===== config.mk =====
export PLATFORM = sky130hd
export DESIGN_NAME = sap_front
export DESIGN_NICKNAME = d
export VERILOG_FILES = /design/src/rtl/sap_pkg.sv /design/src/rtl/sap_decode.sv /design/src/rtl/sap_rx_hold.sv /design/src/rtl/sap_tx_hold.sv /design/src/rtl/sap_intr.sv /design/src/rtl/sap_front.sv
export SDC_FILE = /design/constraint.sdc
export NUM_CORES = 1
export LEC_CHECK = 0
export ABC_AREA = 1
export CORE_AREA = 10 10 62 64
export CTS_CLUSTER_DIAMETER = 150
export DETAILED_ROUTE_END_ITERATION = 10
export DIE_AREA = 0 0 72 74
export HOLD_SLACK_MARGIN = 0.05
export PLACE_DENSITY = 0.85
export SLEW_MARGIN = 40
export SYNTH_ARGS = -nofsm -noshare
export SYNTH_HDL_FRONTEND = slang
export SYNTH_SLANG_ARGS = --single-unit

===== constraint.sdc =====
create_clock -name clk -period 1.47 [get_ports clk]
set_input_delay 0.294 -clock clk [delete_from_list [all_inputs] [get_ports clk]]
set_output_delay 0.294 -clock clk [all_outputs]
set_load 0.02 [all_outputs]

===== src/rtl/sap_pkg.sv =====
package sap_pkg;
    localparam int BUS_W = 8;

    typedef enum logic [1:0] {
        SEL_DATA = 2'b00,
        SEL_STAT = 2'b01,
        SEL_CMD  = 2'b10,
        SEL_NONE = 2'b11
    } sel_e;

    typedef struct packed {
        logic       irq;
        logic       dsr;
        logic       dcd;
        logic       txe;
        logic       rxf;
        logic [2:0] zero;
    } stat_t;

    typedef struct packed {
        logic [3:0] spare;
        logic       en_dsr;
        logic       en_dcd;
        logic       en_txe;
        logic       en_rxf;
    } cmd_t;

    typedef struct packed {
        logic rd_data;
        logic rd_stat;
        logic rd_cmd;
        logic wr_data;
        logic wr_cmd;
    } acc_t;

    function automatic logic any_cause(input cmd_t c, input logic rxf, input logic txe,
                                       input logic dcd, input logic dsr);
        return (c.en_rxf & rxf) | (c.en_txe & txe) | (c.en_dcd & dcd) | (c.en_dsr & dsr);
    endfunction
endpackage


===== src/rtl/sap_decode.sv =====
module sap_decode
    import sap_pkg::*;
(
    input  logic phi_hi,
    input  logic cs,
    input  logic rw,
    input  sel_e sel,
    output acc_t acc,
    output logic oe
);
    logic live;
    logic wr;

    always_comb begin
        live        = phi_hi & cs;
        oe          = live & rw;
        wr          = live & ~rw;
        acc.rd_data = oe & (sel == SEL_DATA);
        acc.rd_stat = oe & (sel == SEL_STAT);
        acc.rd_cmd  = oe & (sel == SEL_CMD);
        acc.wr_data = wr & (sel == SEL_DATA);
        acc.wr_cmd  = wr & (sel == SEL_CMD);
    end
endmodule


===== src/rtl/sap_rx_hold.sv =====
module sap_rx_hold
    import sap_pkg::*;
#(
    parameter int WORD_BITS = 7,
    parameter int PARITY_EN = 1,
    localparam int FRAME_W  = WORD_BITS + PARITY_EN
) (
    input  logic               clk,
    input  logic               rst_n,
    input  logic               rx_valid,
    input  logic [FRAME_W-1:0] rx_frame,
    input  logic               rd_data,
    output logic [BUS_W-1:0]   rx_byte,
    output logic               rxf
);
    logic [BUS_W-1:0] shaped;

    // keep the data bits only; parity and unused high bits become zero
    for (genvar i = 0; i < BUS_W; i++) begin : g_bit
        if (i < WORD_BITS) begin : g_data
            assign shaped[i] = rx_frame[i];
        end else begin : g_zero
            assign shaped[i] = 1'b0;
        end
    end

    always_ff @(posedge clk) begin
        if (!rst_n) begin
            rx_byte <= '0;
            rxf     <= 1'b0;
        end else if (rx_valid) begin
            rx_byte <= shaped;
            rxf     <= 1'b1;
        end else if (rd_data) begin
            rxf     <= 1'b0;
        end
    end
endmodule


===== src/rtl/sap_tx_hold.sv =====
module sap_tx_hold
    import sap_pkg::*;
#(
    parameter int WORD_BITS = 7
) (
    input  logic                 clk,
    input  logic                 rst_n,
    input  logic                 wr_data,
    input  logic [BUS_W-1:0]     din,
    input  logic                 tx_taken,
    output logic [WORD_BITS-1:0] tx_word,
    output logic                 txe
);
    always_ff @(posedge clk) begin
        if (!rst_n) begin
            tx_word <= '0;
            txe     <= 1'b1;
        end else if (wr_data) begin
            tx_word <= din[WORD_BITS-1:0];
            txe     <= 1'b0;
        end else if (tx_taken) begin
            txe     <= 1'b1;
        end
    end
endmodule


===== src/rtl/sap_intr.sv =====
module sap_intr
    import sap_pkg::*;
(
    input  logic clk,
    input  logic rst_n,
    input  cmd_t cmd,
    input  logic rxf,
    input  logic txe,
    input  logic dcd_lvl,
    input  logic dsr_lvl,
    input  logic rd_stat,
    output logic dcd_f,
    output logic dsr_f,
    output logic irq_f
);
    logic cause;

    always_comb cause = any_cause(cmd, rxf, txe, dcd_lvl, dsr_lvl);

    always_ff @(posedge clk) begin
        if (!rst_n || rd_stat) begin
            dcd_f <= 1'b0;
            dsr_f <= 1'b0;
            irq_f <= 1'b0;
        end else begin
            dcd_f <= dcd_f | dcd_lvl;
            dsr_f <= dsr_f | dsr_lvl;
            irq_f <= irq_f | cause;
        end
    end
endmodule


===== src/rtl/sap_front.sv =====
module sap_front
    import sap_pkg::*;
#(
    parameter int WORD_BITS = 7,
    parameter int PARITY_EN = 1,
    localparam int FRAME_W  = WORD_BITS + PARITY_EN
) (
    input  logic                 clk,
    input  logic                 rst_n,
    input  logic                 phi_hi,
    input  logic                 cs,
    input  logic                 rw,
    input  logic [1:0]           rs,
    input  logic [7:0]           d_in,
    output logic [7:0]           d_out,
    output logic                 d_oe,
    output logic                 irq_n,
    input  logic                 rx_valid,
    input  logic [FRAME_W-1:0]   rx_frame,
    input  logic                 tx_taken,
    output logic [WORD_BITS-1:0] tx_word,
    output logic                 tx_full,
    input  logic                 dcd_lvl,
    input  logic                 dsr_lvl
);
    acc_t             acc;
    cmd_t             cmd_q;
    stat_t            stat_q;
    logic [BUS_W-1:0] rx_byte;
    logic             rxf, txe, dcd_f, dsr_f, irq_f;

    sap_decode u_dec (
        .phi_hi (phi_hi),
        .cs     (cs),
        .rw     (rw),
        .sel    (sel_e'(rs)),
        .acc    (acc),
        .oe     (d_oe)
    );

    sap_rx_hold #(.WORD_BITS(WORD_BITS), .PARITY_EN(PARITY_EN)) u_rx (
        .clk      (clk),
        .rst_n    (rst_n),
        .rx_valid (rx_valid),
        .rx_frame (rx_frame),
        .rd_data  (acc.rd_data),
        .rx_byte  (rx_byte),
        .rxf      (rxf)
    );

    sap_tx_hold #(.WORD_BITS(WORD_BITS)) u_tx (
        .clk      (clk),
        .rst_n    (rst_n),
        .wr_data  (acc.wr_data),
        .din      (d_in),
        .tx_taken (tx_taken),
        .tx_word  (tx_word),
        .txe      (txe)
    );

    sap_intr u_irq (
        .clk     (clk),
        .rst_n   (rst_n),
        .cmd     (cmd_q),
        .rxf     (rxf),
        .txe     (txe),
        .dcd_lvl (dcd_lvl),
        .dsr_lvl (dsr_lvl),
        .rd_stat (acc.rd_stat),
        .dcd_f   (dcd_f),
        .dsr_f   (dsr_f),
        .irq_f   (irq_f)
    );

    always_ff @(posedge clk) begin
        if (!rst_n)          cmd_q <= '0;
        else if (acc.wr_cmd) cmd_q <= cmd_t'(d_in);
    end

    always_comb begin
        stat_q.irq  = irq_f;
        stat_q.dsr  = dsr_f;
        stat_q.dcd  = dcd_f;
        stat_q.txe  = txe;
        stat_q.rxf  = rxf;
        stat_q.zero = '0;
    end

    always_comb begin
        d_out = '0;
        if (acc.rd_data)      d_out = rx_byte;
        else if (acc.rd_stat) d_out = stat_q;
        else if (acc.rd_cmd)  d_out = cmd_q;
    end

    assign irq_n   = ~irq_f;
    assign tx_full = ~txe;
endmodule


==> results.yml, run 1 <==
outcome:
  outcome: "finished clean"
cts:
  htree_levels: 1
  tritoncts: "yes"
  cts_buffer_depth: 2
  insertion_delay_ns: 0.32
  cts_hold_buf: 0
  cts_buffers: 3
  cts.sinks: 27
  clkTransAtPathRegs_ns: 0.14
  cts_root_buf: "clkbuf_4"
synthesis:
  synthCells: 161
  postSynthAreaPerCell_um2: 7.13
  ys_warn_count: 0
  synth_fp_nets: 188
  ys_types: 16
  ys_ff_latch: 27
  netlist_area_um2: 1150
  synth_seq_area_share_pct: 47.1
die:
  start_util_pct: 43.1
  coreArea_um2: 2660
  die_h_um: 74
  ios: 45
  rows: 19
  die_area_um2: 5330
  die_w_um: 72
power_and_ir_drop:
  p_leak_nw: 0.800
  total_power_w: 0.00131
  ir_drop_mv: 0.577
  pwr_density_cell_nw_per_um2: 734
setup_path:
  rr_worst_depth: 5
  slowest_stage: "buf_2"
  worstSetupPathType: "in2out"
  crit_family: "buffers and inverters"
  worstPathArrival_ns: 1.12
  r2r-start: "cmd_q[1]"
  crit_path_max_fanout: 4
  critPathCaptureType: "primary output"
  critPathMaxStageDelay_ns: 0.14
  crit_cells: 7
  cp-start-kind: "input port"
  worstPathBufferInverterCount: 4
  cp_cell_sequence: "buf_2 -> nor2_1 -> buf_4 -> buf_4 -> nand3_1 -> nand3_1 -> buf_6"
  startpoint: "rs[0]"
  worstPathRequired_ns: 1.18
cells_and_area:
  seq_area_um2: 541
  post-route-cell-area_um2: 1790
  multiInputGateArea_um2: 617
  antenna_cells: 0
  area_growth_pct: 55.6
  fillers: 232
  final_core_util_pct: 67.1
  stdcell_count: 255
  drive_gt1_share_pct: 24.6
  finalNetCount: 252
global_routing:
  grt_start_max_net_pins: 17
  antenna_found_initial: 0
  grt_overflow: 0
  grt_pass1_wl_um: 5760
  grt_pass1_vias: 1267
  grt_util_all_layers_pct: 13.1
sta:
  max_freq_mhz: 710
  tightest_slew_ns: 0.490
  relSlewSlack_pct: 67.3
  rsz0062_at_grt: "no"
  drv_slew: 0
  finalCritPeriodShare_pct: 95.9
  post-route-min-period_ns: 1.41
  fin_setup_tns_ns: 0
  hold_viol_final: 0
  finalSetupViolCount: 0
  finClkSkew_ns: 0.000651
min_path:
  hold_path_class: "reg2reg"
  holdPathStages: 2
  worstHoldStart: "u_tx.tx_word[3]"
placement:
  dp.cells: 249
  port_buffers: 43
  hpwl_um: 2710
  dpl_cell_area_um2: 1730
  place_congestion: 0.903
drt:
  wl_um: 3630
  wl_per_cell_um: 14.2
  drc: 0
  detail-route-antenna-nets: 0
  firstDrtPassIters: 4
  via_per_inst: 5.20
  initialDrtViolationCount: 133
  vias: 1325
flow_run:
  drv_cap: 0
cells by family after synthesis:
kind of cell           share of synthesized area [%]
buffers and inverters                           5.23
AO/OA/AOI/OAI                                   10.9
AND/OR/NAND/NOR                                 36.8
flip-flops                                      47.1
Yosys cell counts (all sizes together):
master | instances | area (µm²)
nor3 | 1 | 5.00
o21ai | 9 | 45.0
a21oi | 16 | 80.1
nand3 | 28 | 140
inv | 7 | 26.3
clkbuf | 1 | 5.00
dfxtp | 27 | 541
nand4 | 1 | 6.26
nor2 | 25 | 111
buf | 4 | 28.8
nand2 | 42 | 160
area by class of cell:
class                           instances  area share (%)
Clock buffer                            4            1.47
Inverter                                7            1.47
Multi-Input combinational cell        123            34.5
Sequential cell                        27            30.3
Tap cell                               31            2.17
Timing Repair Buffer                   63            30.1
sequential cells by signal (all words and copies together), names as in the netlist:
name and flops:
u_tx.txe 1, cmd_q 8, u_rx.rx_byte 7, u_rx.rxf 1, u_irq.dsr_f 1, u_irq.irq_f 1
u_irq.dcd_f 1, u_tx.tx_word 7
through the flow:
stage / worst slack [ns] / hold slack, ns
floorplan: 0.178 / 0.419
global placement: -0.811 / 0.451
detailed placement: -0.842 / 0.453
CTS: 0.00542 / 0.470
global route: 0.0122 / 0.498
finish: 0.0606 / 0.466
placed cells by master (no fill, tap or decap), types with 2 or more instances in the layout:
| cell | instances |
|---|---|
| a21oi_1 | 16 |
| buf_2 | 4 |
| buf_4 | 23 |
| buf_6 | 5 |
| clkbuf_2 | 2 |
| clkbuf_4 | 3 |
| clkdlybuf4s50_1 | 20 |
| dfxtp_1 | 27 |
| dlygate4sd2_1 | 9 |
| inv_1 | 4 |
| inv_2 | 3 |
| nand2_1 | 37 |
| nand2_2 | 4 |
| nand3_1 | 23 |
| nand3_2 | 4 |
| nor2_1 | 22 |
| nor2_4 | 4 |
| o21ai_0 | 9 |
worst min-delay path, cell delays in order, from the launching register on:
cell,delay [ns]
dfxtp_1,0.33
nand2_1,0.06
a21oi_1,0.05
where the power goes:
| group | internal, W | switching [W] |
|---|---|---|
| logic | 0.000111 | 0.000110 |
| registers | 0.000758 | 0.0000159 |
| clock network | 0.000106 | 0.000211 |
| total | 0.000975 | 0.000336 |
final timing paths:
| path | slack, ns | to |
|---|---|---|
| hold / removal | 0.47 | u_tx.tx_word[3] |
| setup / recovery | 0.06 | d_out[5] |
| setup reg to reg | 0.58 | u_irq.irq_f |
| hold reg to reg | 0.47 | u_tx.tx_word[3] |
layer usage:
metal  wire [µm]  GRT usage, %
met1        1500          15.2
met3         278          5.45
met2        1800          21.9
met5           0             0
met4          44          3.87
repair_timing:
| action | CTS | global route |
|---|---|---|
| gates cloned | 1 | 0 |
| endpoints found under the setup margin | 25 | 10 |
| pin swaps | 6 | 2 |
| setup buffers | 1 | 0 |
| gates resized for setup | 82 | 11 |
No activity file was read; power rests on OpenSTA's default activity.
==> inputs of run 2 (changes only) <==
--- a/config.mk
+++ b/config.mk
@@ -12,6 +12,7 @@
 export DIE_AREA = 0 0 72 74
 export HOLD_SLACK_MARGIN = 0.05
 export PLACE_DENSITY = 0.85
+export REMOVE_ABC_BUFFERS = 1
 export SLEW_MARGIN = 40
 export SYNTH_ARGS = -nofsm -noshare
 export SYNTH_HDL_FRONTEND = slang
==> results.yml, run 2 (synthesized netlist as in run 1, its figures left out) <==
die:
  die_area_um2: 5330
  die_h_um: 74
  die_w_um: 72
  rows: 19
  start_util_pct: 43.1
  ios: 45
  coreArea_um2: 2660
setup_path:
  crit_top_cell: "buf_6"
  crit_path_max_fanout: 5
  worstPathArrival_ns: 1.12
  cp-start-kind: "input port"
  worstSetupPathType: "in2out"
  crit_family: "buffers and inverters"
  slowest_stage: "buf_2"
  cp_cell_sequence: "buf_2 -> inv_4 -> nand2_2 -> nor2_2 -> buf_6 -> nand2_1 -> nand3_2 -> buf_6"
  worstPathRequired_ns: 1.18
  worstPathBufferInverterCount: 4
  critPathCaptureType: "primary output"
  critPathMaxStageDelay_ns: 0.13
sta:
  finalCritPeriodShare_pct: 96.3
  relSlewSlack_pct: 67.2
  post-route-min-period_ns: 1.42
  finClkSkew_ns: 0.00321
  max_freq_mhz: 706
  whs_ns: 0.424
  hold_viol_final: 0
  rsz0062_at_grt: "no"
  tightest_slew_ns: 0.492
  finalSetupViolCount: 0
  drv_slew: 0
  fin_setup_tns_ns: 0
drt:
  wl_per_cell_um: 15.4
  detail-route-antenna-nets: 0
  drc: 0
  wl_um: 3890
  vias: 1328
  firstDrtPassIters: 7
  initialDrtViolationCount: 147
  via_per_inst: 5.25
global_routing:
  grt_util_all_layers_pct: 13.5
  grt_start_max_net_pins: 17
  grt_pass1_vias: 1323
  antenna_found_initial: 0
  grt_pass1_wl_um: 5910
  grt_overflow: 0
placement:
  hpwl_um: 2710
  place_congestion: 0.811
  port_buffers: 43
  dp.cells: 249
cells_and_area:
  stdcell_count: 253
  final_common_cell: "nand2_1"
  largest_register: "cmd_q"
  mostFrequentLayoutCells: "nand2_1, dfxtp_1, buf_4"
  top_regs: "cmd_q x8, u_rx.rx_byte x7, u_tx.tx_word x7"
  antenna_cells: 0
  finalNetCount: 250
  largest_reg_flops: 8
  area_growth_pct: 61.5
  drive_gt1_share_pct: 27.9
cts:
  tritoncts: "yes"
  cts.sinks: 27
  insertion_delay_ns: 0.33
  cts_buffers: 3
  cts_buffer_depth: 2
  htree_levels: 1
  clkTransAtPathRegs_ns: 0.14
  cts_root_buf: "clkbuf_4"
  post_cts_buffers: 0
power_and_ir_drop:
  ir_drop_mv: 0.924
  pwr_density_cell_nw_per_um2: 714
  p_leak_nw: 0.805
flow_run:
  drv_cap: 0
min_path:
  hold_path_class: "in2reg"
outcome:
  outcome: "finished clean"
## run 2: tightest hold or removal path: cells and delay by family
kind / cells / cell delay, ns
compound gates: 1 / 0.06
buf+inv: 1 / 0.18
simple gates: 2 / 0.18
## run 2: final timing paths
| check | from | endpoint | slack, ns | cells after the start |
|---|---|---|---|---|
| setup / recovery | rs[1] | d_out[6] | 0.05 | 8 |
| hold / removal | rs[0] | cmd_q[4] | 0.42 | 4 |
| setup reg to reg | cmd_q[0] | u_irq.irq_f | 0.62 | 5 |
| hold reg to reg | u_tx.tx_word[0] | u_tx.tx_word[0] | 0.47 | 2 |
## run 2: timing repair
item	in CTS	in global routing
setup endpoints to repair	18	10
gates resized for setup	77	28
endpoints found under the hold margin	0	0
hold buffers	0	0
pin swaps	3	7
## run 2: stage by stage
step	total power (W)	utilization, %	cell area [µm²]	setup WS (ns)
finish	0.00133	69.7	1860	0.0545
global route	0.00139	69.7	1860	0.00593
floorplan	0.000857	-	1110	0.00287
CTS	0.00132	67.2	1790	0.00262
global placement	0.00100	65.3	1740	-0.764
detailed placement	0.00100	65.3	1740	-0.795
## run 2: layout make-up
class                           count  area (µm²)
Clock buffer                        3        22.5
Multi-Input combinational cell    122         671
Sequential cell                    27         542
Clock inverter                      1        5.00
Inverter                            7        28.8
Fill cell                         210         807
Timing Repair Buffer               62         548
Tap cell                           31        38.8
## run 2: metal layers
metal  wire length [µm]  part of all wire [%]  vias up  global-route usage (%)
met5                  0                     0        -                       0
met4                 93                   2.4        0                    4.95
met3                364                   9.4        8                    6.38
met2               1900                    49       56                    22.4
met1               1520                    39      608                    14.9
li1                   -                     -      656                       -
## run 2: power by group
group	leakage [nW]	internal [W]	switching, W
Clock	0.0177	0.000102	0.000213
Combinational	0.567	0.000116	0.000118
Sequential	0.220	0.000758	0.0000181
